`config.mk`:
```
export PLATFORM = sky130hd
export DESIGN_NAME = i2c_reg_target
export DESIGN_NICKNAME = d
export VERILOG_FILES = /design/src/rtl/i2c_tgt_pkg.sv /design/src/rtl/i2c_tgt_dp.sv /design/src/rtl/i2c_tgt_ctrl.sv /design/src/rtl/i2c_reg_target.sv
export SDC_FILE = /design/constraint.sdc
export NUM_CORES = 1
export LEC_CHECK = 0
export ABC_CLOCK_PERIOD_IN_PS = 2500
export BUFFER_PORTS_ARGS = -buffer_cell sky130_fd_sc_hd__buf_2
export CAP_MARGIN = 20
export CELL_PAD_IN_SITES_DETAIL_PLACEMENT = 1
export CELL_PAD_IN_SITES_GLOBAL_PLACEMENT = 1
export CORE_UTILIZATION = 44
export CTS_CLUSTER_SIZE = 8
export DETAILED_ROUTE_END_ITERATION = 16
export PLACE_DENSITY = 0.81
export SYNTH_ARGS = -nofsm -noshare
export SYNTH_HDL_FRONTEND = slang
export SYNTH_HIERARCHICAL = 1
export SYNTH_SLANG_ARGS = --single-unit
```
`constraint.sdc`:
```
create_clock -name clk -period 2.5 [get_ports clk]
set_input_delay 0.375 -clock clk [delete_from_list [all_inputs] [get_ports clk]]
set_output_delay 0.375 -clock clk [all_outputs]
set_load 0.02 [all_outputs]
```
`src/rtl/i2c_tgt_pkg.sv`:
```
package i2c_tgt_pkg;

  localparam int BYTE_BITS = 8;
  localparam int CNT_W     = $clog2(BYTE_BITS + 1);

  typedef enum logic [3:0] {
    ST_IDLE,
    ST_DEVADDR,
    ST_DEVACK,
    ST_REGADDR,
    ST_REGACK,
    ST_WRDATA,
    ST_WRACK,
    ST_RDDATA,
    ST_RDACK
  } tgtState_e;

  // strobes from control to datapath
  typedef struct packed {
    logic shiftIn;
    logic ptrLoad;
    logic ptrInc;
    logic wrStrobe;
    logic loadTx;
    logic shiftTx;
    logic driveAck;
    logic relSda;
  } tgtStrobe_t;

endpackage

```
`src/rtl/i2c_tgt_dp.sv`:
```
module i2c_tgt_dp
  import i2c_tgt_pkg::*;
#(
  parameter int NUM_REGS = 10,
  parameter int PTR_W    = 4
) (
  input  logic             clk,
  input  logic             rstN,
  input  logic             sclIn,
  input  logic             sdaIn,
  input  tgtStrobe_t       stb,
  input  logic [7:0]       regRdData,
  output logic             sclRise,
  output logic             sclFall,
  output logic             startEv,
  output logic             stopEv,
  output logic             sdaSync,
  output logic [7:0]       rxByte,
  output logic             sdaOe,
  output logic [PTR_W-1:0] ptr
);

  localparam logic [PTR_W-1:0] LAST_PTR = PTR_W'(NUM_REGS - 1);

  logic [1:0] sclPipe, sdaPipe;
  logic       sclPrev, sdaPrev;
  logic       sclSync;
  logic [7:0] txByte;

  // two-flop synchronizers plus one history stage; idle bus is high
  always_ff @(posedge clk) begin
    if (!rstN) begin
      sclPipe <= 2'b11;
      sdaPipe <= 2'b11;
      sclPrev <= 1'b1;
      sdaPrev <= 1'b1;
    end else begin
      sclPipe <= {sclPipe[0], sclIn};
      sdaPipe <= {sdaPipe[0], sdaIn};
      sclPrev <= sclPipe[1];
      sdaPrev <= sdaPipe[1];
    end
  end

  assign sclSync = sclPipe[1];
  assign sdaSync = sdaPipe[1];
  assign sclRise = sclSync & ~sclPrev;
  assign sclFall = ~sclSync & sclPrev;
  assign startEv = sclSync & sclPrev & sdaPrev & ~sdaSync;
  assign stopEv  = sclSync & sclPrev & ~sdaPrev & sdaSync;

  // receive shifter, MSB first
  always_ff @(posedge clk) begin
    if (!rstN)            rxByte <= '0;
    else if (stb.shiftIn) rxByte <= {rxByte[6:0], sdaSync};
  end

  // transmit shifter and open-drain enable
  always_ff @(posedge clk) begin
    if (!rstN) begin
      txByte <= '0;
      sdaOe  <= 1'b0;
    end else if (stb.relSda) begin
      sdaOe  <= 1'b0;
    end else if (stb.driveAck) begin
      sdaOe  <= 1'b1;
    end else if (stb.loadTx) begin
      txByte <= regRdData;
      sdaOe  <= ~regRdData[7];
    end else if (stb.shiftTx) begin
      txByte <= {txByte[6:0], 1'b0};
      sdaOe  <= ~txByte[6];
    end
  end

  // shared register pointer with wrap
  always_ff @(posedge clk) begin
    if (!rstN) begin
      ptr <= '0;
    end else if (stb.ptrLoad) begin
      ptr <= (int'(rxByte) < NUM_REGS) ? rxByte[PTR_W-1:0] : '0;
    end else if (stb.ptrInc) begin
      ptr <= (ptr == LAST_PTR) ? '0 : ptr + 1'b1;
    end
  end

  AST_PTR_RANGE: assert property (@(posedge clk) disable iff (!rstN)
    int'(ptr) < NUM_REGS);
  AST_PTR_WRAP: assert property (@(posedge clk) disable iff (!rstN)
    (stb.ptrInc && !stb.ptrLoad && ptr == LAST_PTR) |=> ptr == '0);
  AST_OE_SCL_LOW: assert property (@(posedge clk) disable iff (!rstN)
    !$stable(sdaOe) |-> !sclSync);
  AST_WR_THEN_ACK: assert property (@(posedge clk) disable iff (!rstN)
    stb.wrStrobe |=> sdaOe);

endmodule

```
`src/rtl/i2c_tgt_ctrl.sv`:
```
module i2c_tgt_ctrl
  import i2c_tgt_pkg::*;
#(
  parameter logic [6:0] DEV_ADDR = 7'h1A
) (
  input  logic       clk,
  input  logic       rstN,
  input  logic       sclRise,
  input  logic       sclFall,
  input  logic       startEv,
  input  logic       stopEv,
  input  logic       sdaSync,
  input  logic [7:0] rxByte,
  output tgtStrobe_t stb,
  output logic       idle
);

  localparam logic [CNT_W-1:0] FULL_CNT = CNT_W'(BYTE_BITS);
  localparam logic [CNT_W-1:0] LAST_TX  = CNT_W'(BYTE_BITS - 1);

  tgtState_e        state, stateNxt;
  logic [CNT_W-1:0] bitCnt, cntNxt;
  logic             isRead, isReadNxt;
  logic             mAck, mAckNxt;

  always_comb begin
    stb       = '0;
    stateNxt  = state;
    cntNxt    = bitCnt;
    isReadNxt = isRead;
    mAckNxt   = mAck;
    if (startEv) begin
      stateNxt   = ST_DEVADDR;
      cntNxt     = '0;
      stb.relSda = 1'b1;
    end else if (stopEv) begin
      stateNxt   = ST_IDLE;
      cntNxt     = '0;
      stb.relSda = 1'b1;
    end else begin
      case (state)
        ST_DEVADDR, ST_REGADDR, ST_WRDATA: begin
          if (sclRise && bitCnt != FULL_CNT) begin
            stb.shiftIn = 1'b1;
            cntNxt      = bitCnt + 1'b1;
          end else if (sclFall && bitCnt == FULL_CNT) begin
            cntNxt = '0;
            if (state == ST_DEVADDR) begin
              if (rxByte[7:1] == DEV_ADDR) begin
                stb.driveAck = 1'b1;
                isReadNxt    = rxByte[0];
                stateNxt     = ST_DEVACK;
              end else begin
                stateNxt = ST_IDLE;
              end
            end else if (state == ST_REGADDR) begin
              stb.ptrLoad  = 1'b1;
              stb.driveAck = 1'b1;
              stateNxt     = ST_REGACK;
            end else begin
              stb.wrStrobe = 1'b1;
              stb.ptrInc   = 1'b1;
              stb.driveAck = 1'b1;
              stateNxt     = ST_WRACK;
            end
          end
        end
        ST_DEVACK: begin
          if (sclFall) begin
            cntNxt = '0;
            if (isRead) begin
              stb.loadTx = 1'b1;
              stb.ptrInc = 1'b1;
              stateNxt   = ST_RDDATA;
            end else begin
              stb.relSda = 1'b1;
              stateNxt   = ST_REGADDR;
            end
          end
        end
        ST_REGACK, ST_WRACK: begin
          if (sclFall) begin
            stb.relSda = 1'b1;
            cntNxt     = '0;
            stateNxt   = ST_WRDATA;
          end
        end
        ST_RDDATA: begin
          if (sclFall) begin
            if (bitCnt == LAST_TX) begin
              stb.relSda = 1'b1;
              cntNxt     = '0;
              stateNxt   = ST_RDACK;
            end else begin
              stb.shiftTx = 1'b1;
              cntNxt      = bitCnt + 1'b1;
            end
          end
        end
        ST_RDACK: begin
          if (sclRise) begin
            mAckNxt = ~sdaSync;
          end else if (sclFall) begin
            if (mAck) begin
              stb.loadTx = 1'b1;
              stb.ptrInc = 1'b1;
              cntNxt     = '0;
              stateNxt   = ST_RDDATA;
            end else begin
              stateNxt = ST_IDLE;
            end
          end
        end
        default: ;
      endcase
    end
  end

  always_ff @(posedge clk) begin
    if (!rstN) begin
      state  <= ST_IDLE;
      bitCnt <= '0;
      isRead <= 1'b0;
      mAck   <= 1'b0;
    end else begin
      state  <= stateNxt;
      bitCnt <= cntNxt;
      isRead <= isReadNxt;
      mAck   <= mAckNxt;
    end
  end

  assign idle = (state == ST_IDLE);

  AST_START_ADDR: assert property (@(posedge clk) disable iff (!rstN)
    startEv |=> state == ST_DEVADDR);
  AST_ONE_ACTION: assert property (@(posedge clk) disable iff (!rstN)
    $onehot0({stb.wrStrobe, stb.loadTx, stb.ptrLoad}));
  AST_STOP_IDLE: assert property (@(posedge clk) disable iff (!rstN)
    (stopEv && !startEv) |=> idle);

endmodule

```
`src/rtl/i2c_reg_target.sv`:
```
module i2c_reg_target
  import i2c_tgt_pkg::*;
#(
  parameter logic [6:0] DEV_ADDR = 7'h1A,
  parameter int         NUM_REGS = 10,
  localparam int        PTR_W    = $clog2(NUM_REGS)
) (
  input  logic             clk,
  input  logic             rstN,
  input  logic             sclIn,
  input  logic             sdaIn,
  output logic             sdaOe,
  output logic [PTR_W-1:0] regAddr,
  output logic             regWrEn,
  output logic [7:0]       regWrData,
  input  logic [7:0]       regRdData
);

  tgtStrobe_t       stb;
  logic             sclRise, sclFall, startEv, stopEv, sdaSync, idle;
  logic [7:0]       rxByte;
  logic [PTR_W-1:0] ptr;

  i2c_tgt_dp #(.NUM_REGS(NUM_REGS), .PTR_W(PTR_W)) uDp (
    .clk(clk), .rstN(rstN), .sclIn(sclIn), .sdaIn(sdaIn), .stb(stb),
    .regRdData(regRdData), .sclRise(sclRise), .sclFall(sclFall),
    .startEv(startEv), .stopEv(stopEv), .sdaSync(sdaSync),
    .rxByte(rxByte), .sdaOe(sdaOe), .ptr(ptr)
  );

  i2c_tgt_ctrl #(.DEV_ADDR(DEV_ADDR)) uCtrl (
    .clk(clk), .rstN(rstN), .sclRise(sclRise), .sclFall(sclFall),
    .startEv(startEv), .stopEv(stopEv), .sdaSync(sdaSync),
    .rxByte(rxByte), .stb(stb), .idle(idle)
  );

  assign regAddr   = ptr;
  assign regWrEn   = stb.wrStrobe;
  assign regWrData = rxByte;

  AST_IDLE_RELEASED: assert property (@(posedge clk) disable iff (!rstN)
    idle |-> !sdaOe);

endmodule

```
==> impl_results.md <==
* Cell count of the worst reg-to-reg path at 8
* HP Start: sclIn
* Synth Instances at 239
* Fillers at 547
* Multi-input gate area at 1350 µm²
* Layout net count at 291
* RR Endpoint: uDp/txByte[3]
* Number of global-route vias before repair at 1,884
* Post-DR wirelength/cell at 16.3 µm
* Initial antenna violation count at 0
* Endpoints failing hold at 0
* Clk sinks at 36
* FP Rows at 25
* Pin count of the biggest net entering global routing at 20
* Worst hold slack at 262 ps
* First-pass GRT wire length at 9.25 mm
* Area taken by flip-flops and latches at 721 µm²
* Initial Util at 45.9%
* Setup Viol. Count Final at 0
* Core area at 4720 µm²
* RSZ-0062 raised after global routing: false
* Max-cap check violation count at 0
* Worst skew pair latency at 290 ps
* Congestion Overflow GR at 0
* Die area at 5210 µm²
* IO Pins at 26
* Layout cell share with drive strength beyond 1 at 25.2%
* Vias per inst at 5.59
* PwrDens at 491 nW/µm²
* Status: finished, final reports clean
* R2R Path Start: uCtrl/state[2]
* Max Clk Rate at 441 MHz
* Critical Path Start Type: flip-flop
* Worst setup EP type: flip-flop
* CP max FO at 10
* Clock slew at reported path FFs at 80 ps
* Root buf cell: clkbuf_8
* HP Class: in -> reg
* Die Y-Extent at 72.2 µm
* Syn Area/Cell at 9.06 µm²
* DRT Wirelength at 5.63 mm
* Critical Path Sink: uDp/txByte[3]
* Period utilization at 90.8%
* Global Route Usage Sum at 22.9%
* Max_slew headroom at 64.1%
* GP Congestion at 0.831
* DRT Pass-1 Iters at 4
* Synthesized net count at 253
* Worst Skew at 8.85 ps
* Detail Placement HPWL at 4.19 mm
* Slew Limit Fails at 0
* Max H-tree Level at 2
* Critical Path AT at 2500 ps
* Post-route minimum period at 2270 ps
* Setup TNS at 0 ps
* Setup CP Type: reg -> reg
* Die W at 72.2 µm
* CTS buffer count at 5
* Setup Fix Bufs, Post-CTS at 0
* Deepest clock path buffer count at 2
* Critical path startpoint: uCtrl/state[2]
* Area growth from synthesis to layout at 18.3%
* Slew of the pin with the lowest slew margin at 537 ps
* Total number of vias at 1,929
* CTS tree: built
* Warnings from Yosys at 6
* Cell Area, Synth at 2170 µm²
* Drt drc at 0
* Leak Pwr at 1.01 nW
* # diodes at 0
* Critical Path RT at 2730 ps
* VDD IR-drop max at 0.270 mV
* FF-to-FF setup slack at 230 ps
* DRT antenna net count at 0
* IO buf count at 25
* Drt initial violations at 69
## registers in the layout (all words and copies together) (netlist names)
register,cells
uDp/sdaPrev,1
uDp/txByte,7
uCtrl/state,4
uCtrl/mAck,1
uDp/sclPrev,1
uDp/sclPipe,2
uCtrl/bitCnt,4
uCtrl/isRead,1
uDp/sdaPipe,2
uDp/rxByte,8
uDp/ptr,4
uDp/sdaOe,1
## how the worst min path moves through the flow
stage                     cells past startpoint  slack, ps              to
final                                         2        260  uDp/sclPipe[0]
after floorplan                               1        390  uDp/sclPipe[1]
after detailed placement                      1        400  uDp/sclPipe[1]
after CTS                                     2        260  uDp/sclPipe[0]
after global routing                          2        270  uDp/sclPipe[0]
after global placement                        1        400  uDp/sclPipe[1]
## critical path, stage by stage (launching register included)
cell and delay [ps]:
dfxtp_1 420, nor4b_2 360, a32o_1 180, nand2_1 80, nor4_2 360, buf_12 190
or2_1 250, and2_4 220, o211a_1 150
## layout make-up
| class | instances | area share (%) |
|---|---|---|
| timing repair buffer | 42 | 10.4 |
| clock buffer | 5 | 2.69 |
| sequential | 36 | 28.1 |
| multi-input combinational | 184 | 52.7 |
| tap | 67 | 3.27 |
| inverter | 8 | 1.17 |
| clock inverter | 3 | 1.66 |
## routing by layer
layer  track usage, %  vias to the layer above  part of all wire [%]
met5                0                        -                     0
li1                 -                      960                     -
met2             37.2                       32                    49
met1             29.7                      929                    47
met4             9.59                        0                   1.3
met3             4.72                        8                   2.8
## power by group
part / internal (mW) / leakage, nW / total (mW) / switching, mW
clock network: 0.295 / 0.0541 / 0.528 / 0.232
registers: 0.581 / 0.291 / 0.589 / 0.00862
logic: 0.0586 / 0.668 / 0.142 / 0.0837
total: 0.935 / 1.01 / 1.26 / 0.324
## cells in the final DEF (no fill, tap or decap), types with 3 or more instances in the layout
cell / count
a21oi_1: 7
nand4_1: 7
nor3b_1: 4
nor2b_1: 14
inv_1: 8
nor3_1: 4
and2_1: 4
o21a_1: 4
nor2_1: 13
buf_2: 25
dfxtp_1: 36
nand2_1: 18
clkbuf_8: 5
nand3_1: 12
mux2i_1: 17
o211a_1: 6
o211ai_1: 3
o21ai_0: 4
buf_4: 16
and3_1: 3
nand2b_1: 11
o31ai_1: 4
## what timing repair did
item                       CTS  global route
hold endpoints to repair     0             0
gates resized for setup      0             1
setup endpoints to repair    0             7
hold buffers                 0             0
## through the flow
step | area, µm² | utilization [%] | total power [mW] | std cells | setup slack [ps]
2_1_floorplan | 2170 | - | 0.695 | 239 | 295
3_3_place_gp | 2440 | 51.8 | 0.738 | 337 | 271
3_5_place_dp | 2440 | 51.8 | 0.742 | 337 | 103
4_1_cts | 2560 | 54.1 | 1.27 | 345 | 62.2
5_1_grt | 2560 | 54.3 | 1.31 | 345 | 47.2
6_report | 2560 | 54.3 | 1.26 | 345 | 230
Power figures use the tool's default switching activity.
